===== config.mk =====
export PLATFORM = sky130hd
export DESIGN_NAME = spi_cnt_seq
export DESIGN_NICKNAME = d
export VERILOG_FILES = /design/src/rtl/spi_cnt_seq.sv
export SDC_FILE = /design/constraint.sdc
export NUM_CORES = 1
export LEC_CHECK = 0
export BUFFER_PORTS_ARGS = -buffer_cell sky130_fd_sc_hd__buf_2
export CORE_UTILIZATION = 54
export DETAILED_ROUTE_END_ITERATION = 10
export PLACE_DENSITY = 0.8
export SETUP_SLACK_MARGIN = 0.5
export SLEW_MARGIN = 0
export SYNTH_ARGS = -nofsm -noshare
export SYNTH_HDL_FRONTEND = slang
export SYNTH_SLANG_ARGS = --single-unit

===== constraint.sdc =====
create_clock -name clk -period 4.4 [get_ports clk]
set_input_delay 0.22 -clock clk [delete_from_list [all_inputs] [get_ports clk]]
set_output_delay 0.22 -clock clk [all_outputs]
set_load 0.01 [all_outputs]

===== src/rtl/spi_cnt_seq.sv =====
module spi_cnt_seq #(
  parameter int HALF_DIV    = 25,
  parameter int WAIT_CYCLES = 100_000_000
) (
  input  logic        clk,
  input  logic        rst_n,
  input  logic        start,
  output logic        busy,
  output logic        sclk,
  output logic        mosi,
  output logic        cs_n,
  input  logic        miso,
  output logic [31:0] count,
  output logic        count_valid
);

  localparam int HW = $clog2(HALF_DIV + 1);
  localparam int WW = $clog2(WAIT_CYCLES + 1);
  localparam logic [2:0] CFG_LAST = 3'd3;
  localparam logic [2:0] RD_LAST  = 3'd4;

  typedef enum logic [2:0] {IDLE, LEAD, XFER, TAIL, GAP} st_t;

  st_t           state;
  logic          rd;
  logic [HW-1:0] hcnt;
  logic [WW-1:0] wcnt;
  logic [2:0]    bcnt, bidx;
  logic [7:0]    tx, rx;
  logic [31:0]   sh;
  logic          tick;

  function automatic logic [7:0] script(input logic rd_win, input logic [2:0] idx);
    if (rd_win) return (idx == 3'd0) ? 8'h60 : 8'h00;
    case (idx)
      3'd0:    return 8'h88;
      3'd1:    return 8'h03;
      3'd2:    return 8'h90;
      default: return 8'h04;
    endcase
  endfunction

  assign tick = (hcnt == HW'(HALF_DIV - 1));
  assign busy = (state != IDLE);
  assign mosi = cs_n ? 1'b0 : tx[7];

  always_ff @(posedge clk or negedge rst_n) begin
    if (!rst_n) begin
      state       <= IDLE;
      rd          <= 1'b0;
      hcnt        <= '0;
      wcnt        <= '0;
      bcnt        <= '0;
      bidx        <= '0;
      tx          <= '0;
      rx          <= '0;
      sh          <= '0;
      sclk        <= 1'b0;
      cs_n        <= 1'b1;
      count       <= '0;
      count_valid <= 1'b0;
    end else begin
      count_valid <= 1'b0;
      hcnt <= (state == IDLE || state == GAP || tick) ? '0 : hcnt + 1'b1;
      case (state)
        IDLE: if (start) begin
          state <= LEAD;
          rd    <= 1'b0;
          cs_n  <= 1'b0;
          bidx  <= '0;
          bcnt  <= '0;
          tx    <= script(1'b0, 3'd0);
        end
        LEAD: if (tick) state <= XFER;
        XFER: if (tick) begin
          if (!sclk) begin
            sclk <= 1'b1;
            rx   <= {rx[6:0], miso};
          end else begin
            sclk <= 1'b0;
            if (bcnt == 3'd7) begin
              bcnt <= '0;
              if (rd && bidx != 3'd0) sh <= {sh[23:0], rx};
              if (bidx == (rd ? RD_LAST : CFG_LAST)) begin
                state <= TAIL;
              end else begin
                bidx <= bidx + 3'd1;
                tx   <= script(rd, bidx + 3'd1);
              end
            end else begin
              bcnt <= bcnt + 3'd1;
              tx   <= {tx[6:0], 1'b0};
            end
          end
        end
        TAIL: if (tick) begin
          cs_n <= 1'b1;
          if (rd) begin
            state       <= IDLE;
            count       <= sh;
            count_valid <= 1'b1;
          end else begin
            state <= GAP;
            wcnt  <= '0;
          end
        end
        GAP: begin
          if (wcnt == WW'(WAIT_CYCLES - 1)) begin
            state <= LEAD;
            rd    <= 1'b1;
            cs_n  <= 1'b0;
            bidx  <= '0;
            bcnt  <= '0;
            tx    <= script(1'b1, 3'd0);
          end else begin
            wcnt <= wcnt + 1'b1;
          end
        end
        default: state <= IDLE;
      endcase
    end
  end


  sclk_idle_low_chk: assert property (@(posedge clk) disable iff (!rst_n)
    cs_n |-> !sclk);


  mosi_hold_chk: assert property (@(posedge clk) disable iff (!rst_n)
    (sclk && $past(sclk)) |-> $stable(mosi));


  cs_edge_sclk_low_chk: assert property (@(posedge clk) disable iff (!rst_n)
    (cs_n != $past(cs_n)) |-> (!sclk && !$past(sclk)));


  valid_single_chk: assert property (@(posedge clk) disable iff (!rst_n)
    count_valid |=> !count_valid);


  count_hold_chk: assert property (@(posedge clk) disable iff (!rst_n)
    (count != $past(count)) |-> count_valid);


  busy_after_start_chk: assert property (@(posedge clk) disable iff (!rst_n)
    (start && !busy) |=> busy);

endmodule


==> out/summary.txt, run 1 <==
Outcome -> finished clean
Post-DP HPWL -> 7200 um
DR WL/cell -> 16.8 um
Layout Cells excl Fill -> 669
Clock root cell -> clkbuf_8
Max Root-Sink Buffers -> 2
Die H -> 106 um
Die area -> 11200 sq um
GRT Total Usage -> 22.1%
Commonest cells in the synthesized netlist -> dfrtp_1, mux2_2, nor2_1
Post-synth ARST share -> 100%
Die Width -> 106 um
Pre-antenna DRT Iters -> 5
RSZ-0062 raised after global routing -> false
Number of flops mapped to enable cells by yosys -> 0
Achievable clock frequency -> 392 MHz
Final hold vios -> 0
Crit-path slowest cell -> nor3_2
Clock transition at path regs -> 60 ps
Yosys warnings -> 0
CP bufs+invs -> 1
CTS buffer count -> 17
Vias per Instance -> 5.82
CP Data Required Time -> 4810 ps
Clock Sink Count -> 125
Sequential area share after synthesis -> 53.7%
Grt total ovfl -> 0
Mapped Area -> 5830 sq um
Delay-heaviest family, CP -> simple AND/OR/NAND/NOR gates
ANT nets after route -> 0
CP Max Fanout -> 21
Slew margin rel. -> 15.4%
CP peak stage delay -> 990 ps
Diodes inserted -> 0
WL final -> 11200 um
Placer congestion estimate -> 0.866
Synth top area share -> 53.2%
First-pass GRT wire length -> 19300 um
Type of origin of the critical path -> register
Row count -> 37
Initial Utilization -> 56.0%
#FFs+latches synth -> 125
Synthesized area per cell -> 12.3 sq um
Crit path DAT -> 2960 ps
Cell Chain, Critical Path -> inv_1 > ha_1 > and4b_1 > nand2_1 > nor3_2 > or4_1 > nand2_1
Nets@finish -> 535
Top cells by area, synth -> dfrtp_1, mux2_2, ha_1, nor2_1, nand3_1
# Post-CTS Setup Buffers -> 0
DR vias -> 3894
Core Footprint -> 10400 sq um
Final-report max-slew violation count -> 0
Worst vdd ir -> 195 uV
Fin Clk Skew -> 9.30 ps
P per Cell Area -> 392 nW/um^2
Buffers on Ports -> 40
Initial antenna violation count -> 0
Residual DRC -> 0
Crit share post-route -> 58.0%
CTS tree -> built
H-tree depth -> 4
Post-synth top flop -> dfrtp_1
Max-cap violations -> 0
Syn nets -> 489
Final TNS setup -> 0 ps
CP endpoint kind -> register
Final setup viols -> 0
Synth area leader -> dfrtp_1
CP dominant cell by count -> nand2_1
Most numerous cell in the Yosys netlist -> dfrtp_1
Post-Synthesis Cells -> 475
Worst-Skew Late Latency -> 530 ps
Largest net degree at the start of global routing -> 52
Top Ports -> 41
Initial drt markers -> 256
DP Cell Count -> 636
P_leak -> 3.36 nW
Post-synth cell types -> 64
Worst Hold Class -> in2reg
Setup Crit Path Kind -> reg2reg
Worst-margin pin slew -> 1260 ps
Post-route minimum period -> 2550 ps
Share of layout cells above drive strength 1 -> 32.1%
Vias in the first global route -> 3956
Syn-to-layout area delta -> 15.7%
tightest hold or removal path, cell delays in order:
cell and delay, ps:
buf_2 120, nand2_1 60, a22o_1 120
where the power goes:
group	switching, mW	internal (mW)
Sequential	0.000379	1.15
Clock	0.535	0.931
Combinational	0.0231	0.00491
logic make-up (layout without fill, tap and decap cells):
| logic type | count (synthesis) | count (layout) | share of synthesized area [%] |
|---|---|---|---|
| simple gates | 141 | 141 | 15.0 |
| flops | 125 | 125 | 53.7 |
| buf+inv | 36 | 94 | 3.35 |
| mux | 81 | 81 | 15.9 |
| fa+ha+maj | 10 | 10 | 2.15 |
| xor+xnor | 14 | 14 | 2.10 |
| compound gates | 68 | 68 | 7.75 |
final cells by class:
class	count	area [sq um]
clock buffer	17	414
clock inverter	14	206
inverter	17	63.8
sequential	125	3130
timing repair buffer	46	253
fill	749	3670
tap	136	170
multi-input combinational	314	2510
registers in the layout (all words and copies together), names as in the netlist:
register / flops
cs_n: 1
hcnt: 5
wcnt: 27
sh: 32
rd: 1
bcnt: 3
count: 32
state: 3
rx: 8
tx: 8
sclk: 1
bidx: 3
count_valid: 1
worst paths after layout:
check / start / end / slack (ps) / cells after the start
min in group asynchronous: rst_n / tx[1] / 170 / 2
worst max register to register: hcnt[0] / wcnt[20] / 1850 / 7
worst min-delay path: start / rd / 40 / 3
max in group asynchronous: rst_n / sh[6] / 3250 / 3
worst max-delay path: hcnt[0] / wcnt[20] / 1850 / 7
worst min register to register: hcnt[0] / hcnt[0] / 490 / 1
routing by layer:
layer,up-vias,GRT usage [%],part of all wire (%)
met5,-,0,0
li1,1820,-,-
met2,95,35.2,50
met3,28,4.72,3.4
met1,1951,29.0,45
met4,0,10.8,2.2
placed cells by master (no fill, tap or decap), types with 4 or more instances in the layout:
cell / synthesis / layout
a21oi_1: 14 / 14
a22o_1: 5 / 5
a31oi_1: 5 / 5
and3_1: 6 / 6
buf_2: 6 / 39
buf_4: 6 / 5
bufinv_16: 0 / 4
clkbuf_16: 0 / 16
dfrtp_1: 124 / 124
ha_1: 10 / 10
inv_1: 16 / 16
inv_6: 0 / 5
mux2_1: 4 / 4
mux2_2: 69 / 69
mux2_4: 5 / 5
nand2_1: 24 / 24
nand3_1: 19 / 19
nand4_1: 8 / 8
nor2_1: 29 / 29
nor2b_1: 6 / 6
nor3_1: 5 / 4
o211ai_1: 9 / 9
o21ai_0: 18 / 18
o31ai_1: 4 / 4
or3_1: 10 / 10
or4_1: 5 / 5
xnor2_1: 5 / 5
xor2_1: 9 / 9
per-stage QoR:
stage	total power [mW]	area (sq um)	setup slack [ps]	util (%)	hold WS, ps
6_report	2.64	6750	1850	64.8	38.3
5_1_grt	2.71	6750	1630	64.8	33.8
4_1_cts	2.66	6750	1890	64.8	26.1
3_5_place_dp	1.20	6100	1870	58.6	185
3_3_place_gp	1.20	6100	2010	58.6	183
2_1_floorplan	1.17	5830	2320	-	-75.6
timing repair:
action                     in CTS  in global routing
resized for setup               0                  0
setup endpoints to repair       0                  0
hold endpoints to repair       31                  0
hold buffers                    2                  0
(Power assumes the default switching activity.)
==> inputs of run 2 (changes only) <==
--- a/config.mk
+++ b/config.mk
@@ -8,7 +8,7 @@
 export BUFFER_PORTS_ARGS = -buffer_cell sky130_fd_sc_hd__buf_2
 export CORE_UTILIZATION = 54
 export DETAILED_ROUTE_END_ITERATION = 10
-export PLACE_DENSITY = 0.8
+export PLACE_DENSITY = 0.82
 export SETUP_SLACK_MARGIN = 0.5
 export SLEW_MARGIN = 0
 export SYNTH_ARGS = -nofsm -noshare
==> constraint.sdc (replaced) <==
create_clock -name clk -period 2.3 [get_ports clk]
set_input_delay 0.115 -clock clk [delete_from_list [all_inputs] [get_ports clk]]
set_output_delay 0.115 -clock clk [all_outputs]
set_load 0.01 [all_outputs]
==> run 2 against run 1 <==
Compared with the run above:
- combinational power increased by 130%
- non-clock buffer count increased by 86
- core utilization increased by 14 points
- final area increased by 22%
- fmax increased by 20%
- setup slack got worse by 1700 ps
- critical path type unchanged
==> out/summary.txt, run 2 (synthesis gave the netlist of run 1 again) <==
Clk pwr share -> 54.0% (-1.4 points)
Crit path setup slack, layout -> 176 ps (-1670 ps)
CP Max Fanout -> 8 (-62%)
Crit-path slowest cell -> or4_4
Vias in the first global route -> 4772 (+21%)
Largest registers -> count x32, sh x32, wcnt x27
Most frequent cells in the layout -> dfrtp_1, buf_4, mux2_2
Fin util -> 79.1% (+14 points)
Worst Hold Class -> in2async
Diodes inserted -> 0 (unchanged)
Grt total ovfl -> 0 (unchanged)
Crit path DAT -> 2540 ps (-420 ps)
DP Cell Count -> 651 (+2.4%)
Reg-to-reg endpoint -> wcnt[3]
Slew margin rel. -> 62.3% (+47 points)
Clock Sink Count -> 125 (unchanged)
CTS tree -> built
Buffers on Ports -> 40 (unchanged)
Hold WS -> 117 ps (+79.1 ps)
Max-cap violations -> 0 (unchanged)
Residual DRC -> 0 (unchanged)
CP endpoint -> wcnt[3]
WL met3 -> 1830 um (+380%)
DP Area -> 6380 sq um (+4.4%)
CP Data Required Time -> 2720 ps (-2090 ps)
P per Cell Area -> 598 nW/um^2 (+53%)
Pre-antenna DRT Iters -> 7 (+2)
First-pass GRT wire length -> 26000 um (+35%)
Most common cell after layout, fill and taps aside -> dfrtp_1
Initial drt markers -> 491 (+92%)
Outcome -> finished clean
Reg power frac -> 44.7% (+1.2 points)
Final TNS setup -> 0 ps (unchanged)
CP endpoint kind -> register
Pwr Total -> 4.92 mW (+86%)
Worst vdd ir -> 399 uV (+100%)
Reg2reg setup slack -> 180 ps (-1670 ps)
Final hold vios -> 0 (unchanged)
Initial Utilization -> 56.0% (unchanged)
Switching share of power -> 23.3% (+2.2 points)
DR vias -> 5008 (+29%)
Die Width -> 106 um (unchanged)
Fin Clk Skew -> 19.5 ps (+10.2 ps)
Clock root cell -> clkbuf_8
Setup Crit Path Kind -> reg2reg
Levels on crit path -> 8 (+1)
Worst setup path start -> wcnt[13]
Placement Setup Slack -> 134 ps (-1730 ps)
GRT Total Usage -> 31.0% (+8.9 points)
Layout Cells excl Fill -> 758 (+13%)
Die area -> 11200 sq um (unchanged)
RR Startpoint -> wcnt[13]
DR WL/cell -> 26.1 um (+56%)
CP bufs+invs -> 3 (+2)
Worst-margin pin slew -> 565 ps (-697 ps)
Final setup viols -> 0 (unchanged)
Wl on met1 -> 7240 um (+43%)
Highest Signal Layer -> met4
RSZ-0062 raised after global routing -> true
Clock transition at path regs -> 70 ps (about the same)
Share of layout cells above drive strength 1 -> 53.4% (+21 points)
Delay-heaviest family, CP -> simple AND/OR/NAND/NOR gates
Combinational share of power -> 1.3% (+0.2 points)
Nets@finish -> 623 (+16%)
CTS buffer count -> 17 (unchanged)
Max Root-Sink Buffers -> 2 (unchanged)
Largest net degree at the start of global routing -> 48 (-7.7%)
Psw -> 1.15 mW (+110%)
H-tree depth -> 4 (unchanged)
Top Ports -> 41 (unchanged)
Achievable clock frequency -> 471 MHz (+20%)
Final Cell Area -> 8240 sq um (+22%)
Placer congestion estimate -> 0.930 (+7.4%)
Core Footprint -> 10400 sq um (unchanged)
Die H -> 106 um (unchanged)
Filler cells -> 476 (-36%)
Vias per Instance -> 6.61 (+14%)
Cell Chain, Critical Path -> nand4_1 > buf_4 > or4_4 > o21ai_4 > buf_12 > buf_6 > o211ai_1 > o31ai_1
Internal power -> 3.78 mW (+81%)
Met2 WL post-DR -> 9530 um (+71%)
CP peak stage delay -> 520 ps (-470 ps)
Crit share post-route -> 92.3% (+34 points)
WL final -> 19800 um (+76%)
P_leak -> 3.99 nW (+19%)
Initial antenna violation count -> 0 (unchanged)
R2R depth -> 8 (+1)
Post-route minimum period -> 2120 ps (-427 ps)
Syn-to-layout area delta -> 41.3%
ANT nets after route -> 0 (unchanged)
Post-DP HPWL -> 7650 um (+6.3%)
Type of origin of the critical path -> register
Final-report max-slew violation count -> 0 (unchanged)
Worst-Skew Late Latency -> 550 ps (+20 ps)
Row count -> 37 (unchanged)
==> run 2: cell types whose count changed in the layout (fill, tap and decap cells not counted), moves of 6 or more <==
cell     delta
mux2_4     +32
nor2_1     -10
or3_4       +8
buf_12      +9
a21oi_1     -6
dfrtp_1    -10
nand3_1     -6
nand2_1     -6
dfrtp_2    +10
or3_1       -7
buf_6      +23
mux2_2     -28
buf_4      +43
o21ai_0     -8
==> run 2: power by group through the flow <==
| stage | registers [mW] | logic (mW) | clock network (mW) |
|---|---|---|---|
| after floorplan | 2.24 | 0.00346 | 0 |
| after global placement | 2.24 | 0.0576 | 0 |
| after detailed placement | 2.24 | 0.0587 | 0 |
| after CTS | 2.20 | 0.0631 | 2.61 |
| after global routing | 2.20 | 0.0742 | 2.77 |
| final | 2.20 | 0.0651 | 2.66 |
==> run 2: worst min path at each step <==
| stage | startpoint | to | slack (ps) | depth (start not counted) |
|---|---|---|---|---|
| 4_1_cts | rst_n | hcnt[1] | 140 | 2 |
| 3_5_place_dp | rst_n | tx[0] | 150 | 1 |
| 2_1_floorplan | rst_n | bcnt[0] | -180 | 0 |
| 5_1_grt | rst_n | state[0] | 160 | 2 |
| 6_report | rst_n | state[0] | 120 | 2 |
| 3_3_place_gp | rst_n | bidx[1] | 140 | 1 |
==> run 2: timing repair <==
item,in CTS,in global routing
hold buffers,3,0
setup buffers,35,28
endpoints found under the setup margin,115,118
hold endpoints to repair,42,0
gates cloned,5,4
gates resized for setup,46,96
pin swaps,16,51
==> run 2: layout make-up <==
type	instances	area (sq um)	share of cell area, %
Timing Repair Buffer	132	1220	14.8
Multi-Input combinational cell	316	3060	37.2
Clock inverter	14	156	1.90
Tap cell	136	170	2.07
Clock buffer	18	418	5.07
Sequential cell	125	3140	38.1
Inverter	17	63.8	0.775
==> run 2: routing by layer <==
metal	track usage (%)	vias up
li1	-	1989
met1	39.1	2474
met2	49.7	407
met3	7.42	138
met4	16.8	0
met5	0	-
==> inputs of run 3 (changes only) <==
--- a/config.mk
+++ b/config.mk
@@ -5,6 +5,7 @@
 export SDC_FILE = /design/constraint.sdc
 export NUM_CORES = 1
 export LEC_CHECK = 0
+export ABC_AREA = 1
 export BUFFER_PORTS_ARGS = -buffer_cell sky130_fd_sc_hd__buf_2
 export CORE_UTILIZATION = 54
 export DETAILED_ROUTE_END_ITERATION = 10
==> run 3 against run 2 <==
Compared with the run above:
- wire length is 31% lower
- global-route usage is 6.7 points lower
- sequential cell count stayed put
- synthesized area is 5.5% higher
- setup slack better by 360 ps
- clock power is 5% higher
- first-iteration DRC count is 13% lower
==> out/summary.txt, run 3 <==
Outcome -> finished clean
Area share of fa/ha/maj cells after synthesis -> 2.03% (-0.11 points)
Syn nets -> 758 (+55%)
Hold WS -> 242 ps (+125 ps)
Post-synth ARST share -> 100% (unchanged)
Residual DRC -> 0 (unchanged)
Top Ports -> 41 (unchanged)
ANT nets after route -> 0 (unchanged)
Row count -> 38 (+2.7%)
Post-synth top flop -> dfrtp_1
Hold EP -> cs_n
Achievable clock frequency -> 569 MHz (+21%)
Fin Clk Skew -> 5.55 ps (-13.9 ps)
Most common cell after layout, fill and taps aside -> nand2_1
CTS tree -> built
Type of origin of the critical path -> register
Initial Utilization -> 56.0% (about the same)
Combinational share of power -> 18.6% (+17 points)
Post-Synthesis Cells -> 744 (+57%)
Internal power -> 4.56 mW (+21%)
Share of layout cells above drive strength 1 -> 20.4% (-33 points)
Worst vdd ir -> 770 uV (+93%)
Yosys warnings -> 0 (unchanged)
RSZ-0062 raised after global routing -> true
Worst Hold Class -> in2reg
Core Footprint -> 11000 sq um (+5.4%)
Worst-margin pin slew -> 675 ps (+109 ps)
Vias per Instance -> 5.34 (-19%)
Reg-to-reg endpoint -> bcnt[0]
Synth area leader -> dfrtp_1
Psw -> 1.82 mW (+59%)
Min-Delay Startpoint -> start
Top cells by area, synth -> dfrtp_1, nand2_1, inv_1, nor2_1, nand3_1
Worst-Skew Late Latency -> 420 ps (-130 ps)
Final Cell Area -> 7420 sq um (-9.8%)
Grt total ovfl -> 0 (unchanged)
Initial drt markers -> 425 (-13%)
Max Root-Sink Buffers -> 2 (unchanged)
Synth Area in XOR/XNOR -> 2.28% (+0.17 points)
DR WL/cell -> 14.2 um (-46%)
Synthesized area per cell -> 8.27 sq um (-33%)
Hold path depth -> 6
Clk pwr share -> 43.8% (-10 points)
Switching share of power -> 28.5% (+5.3 points)
CTS buffer count -> 17 (unchanged)
CP endpoint kind -> register
Sequential area share after synthesis -> 50.9% (-2.8 points)
Crit path setup slack, layout -> 541 ps (+365 ps)
Initial antenna violation count -> 0 (unchanged)
DP Area -> 6510 sq um (+2.1%)
Placer congestion estimate -> 0.966 (+3.9%)
Post-synthesis mux area share -> 0% (-16 points)
Register area -> 3130 sq um (-0.32%)
Final setup viols -> 0 (unchanged)
Clock Sink Count -> 125 (unchanged)
Largest registers -> count x32, sh x32, wcnt x27
Crit share post-route -> 76.5% (-16 points)
Final TNS setup -> 0 ps (unchanged)
RR Startpoint -> wcnt[19]
P per Cell Area -> 859 nW/um^2 (+44%)
Most frequent cells in the layout -> nand2_1, dfrtp_1, inv_1
Main combinational cell family by area after synthesis -> simple AND/OR/NAND/NOR gates
Syn-to-layout area delta -> 20.7%
Setup Crit Path Kind -> reg2reg
R2R depth -> 10 (+2)
CP Max Fanout -> 6 (-2)
Largest net degree at the start of global routing -> 65 (+35%)
P_leak -> 3.64 nW (-8.8%)
Die Width -> 109 um (+2.7%)
Nets@finish -> 826 (+33%)
Vias in the first global route -> 4828 (+1.2%)
Pre-antenna DRT Iters -> 7 (unchanged)
Diodes inserted -> 0 (unchanged)
Post-synthesis simple-gate area fraction -> 27.6% (+13 points)
Mapped Area -> 6150 sq um (+5.5%)
Commonest cells in the synthesized netlist -> nand2_1, dfrtp_1, inv_1, nor2_1, nand3_1
Filler cells -> 864 (+82%)
Multi-input gate area -> 2670 sq um (-13%)
Buffers on Ports -> 40 (unchanged)
Max-cap violations -> 0 (unchanged)
H-tree depth -> 4 (unchanged)
Placement Setup Slack -> 265 ps (+131 ps)
Final-report max-slew violation count -> 0 (unchanged)
Complex-gate fraction of the synthesized area -> 10.1% (+2.3 points)
Most numerous cell in the Yosys netlist -> nand2_1
GRT Total Usage -> 24.3% (-6.7 points)
Die area -> 11800 sq um (+5.4%)
Final hold vios -> 0 (unchanged)
Post-synth cell types -> 35 (-45%)
Clock root cell -> clkbuf_16
Slew margin rel. -> 55.0% (-7.3 points)
First-pass GRT wire length -> 22000 um (-15%)
WL final -> 13700 um (-31%)
Die H -> 109 um (+2.7%)
Synth top area share -> 50.5% (-2.8 points)
Post-route minimum period -> 1760 ps (-365 ps)
Pwr Total -> 6.38 mW (+30%)
Reg power frac -> 37.6% (-7.1 points)
Post-DP HPWL -> 8920 um (+17%)
#FFs+latches synth -> 125 (unchanged)
Number of flops mapped to enable cells by yosys -> 0 (unchanged)
Crit path DAT -> 2120 ps (-420 ps)
Reg2reg setup slack -> 540 ps (+360 ps)
Clock transition at path regs -> 60 ps (about the same)
CP Data Required Time -> 2660 ps (-60 ps)
DR vias -> 5155 (+2.9%)
## run 3: cell count changes in the layout (fill, tap and decap cells not counted), sizes merged, moves of 31 or more
cell	before	now
buf	127	70
inv	23	77
mux2	78	0
nand2	25	240
nand3	20	51
nor2	30	77
o21ai	21	80
## run 3: timing repair
action / 4_1_cts / 5_1_grt
gates resized for setup: 16 / 22
pin swaps: 4 / 9
setup buffers: 6 / 12
hold buffers: 2 / 0
endpoints found under the setup margin: 87 / 84
hold endpoints to repair: 48 / 0
## run 3: worst max path at each step
stage | from | end | slack, ps | cells after the start
2_1_floorplan | wcnt[0] | tx[0] | 570 | 10
3_3_place_gp | wcnt[0] | wcnt[7] | 380 | 11
3_5_place_dp | wcnt[0] | bcnt[0] | 260 | 10
4_1_cts | hcnt[0] | count[1] | 490 | 7
5_1_grt | state[2] | tx[6] | 440 | 11
6_report | wcnt[19] | bcnt[0] | 540 | 10
## run 3: area by class of cell
type                       instances  area share, %
sequential                       125           42.2
clock inverter                    10           1.84
timing repair buffer              72           7.03
clock buffer                      22           6.52
tap                              140           2.36
multi-input combinational        519           36.0
inverter                          77           4.06
## run 3: per-layer routing
layer  routed length, um  share of wire [%]  vias to the layer above  global-route usage [%]
li1                    -                  -                     2512                       -
met1                6030                 44                     2472                    31.6
met2                6680                 49                      138                    38.0
met3                 681                5.0                       33                    6.46
met4                 333                2.4                        0                    11.4
met5                   0                  0                        -                       0
## run 3: kinds of logic after synthesis
logic type | after synthesis
buf+inv | 100
compound gates | 102
fa+ha+maj | 10
flops | 125
simple gates | 391
xor+xnor | 16
## run 3: power groups by stage
| stage | logic, mW | registers (mW) | clock network, mW |
|---|---|---|---|
| floorplan | 0.678 | 2.40 | 0 |
| global placement | 0.882 | 2.41 | 0 |
| detailed placement | 0.918 | 2.43 | 0 |
| CTS | 0.998 | 2.39 | 2.80 |
| global route | 1.31 | 2.41 | 2.91 |
| finish | 1.19 | 2.40 | 2.79 |
## run 3: critical path, cell delays in order (launching register included)
cell,delay [ps]
dfrtp_1,430
inv_2,100
nand2_1,70
nor2_1,110
nand2_1,70
nor2_2,140
nand2_4,100
a21oi_4,310
buf_6,170
nand4_1,90
nand2_1,90
## run 3: through the flow
stage,cells,util [%]
finish,965,67.6
global route,965,67.6
CTS,953,66.0
detailed placement,913,59.3
global placement,913,59.3
floorplan,744,-
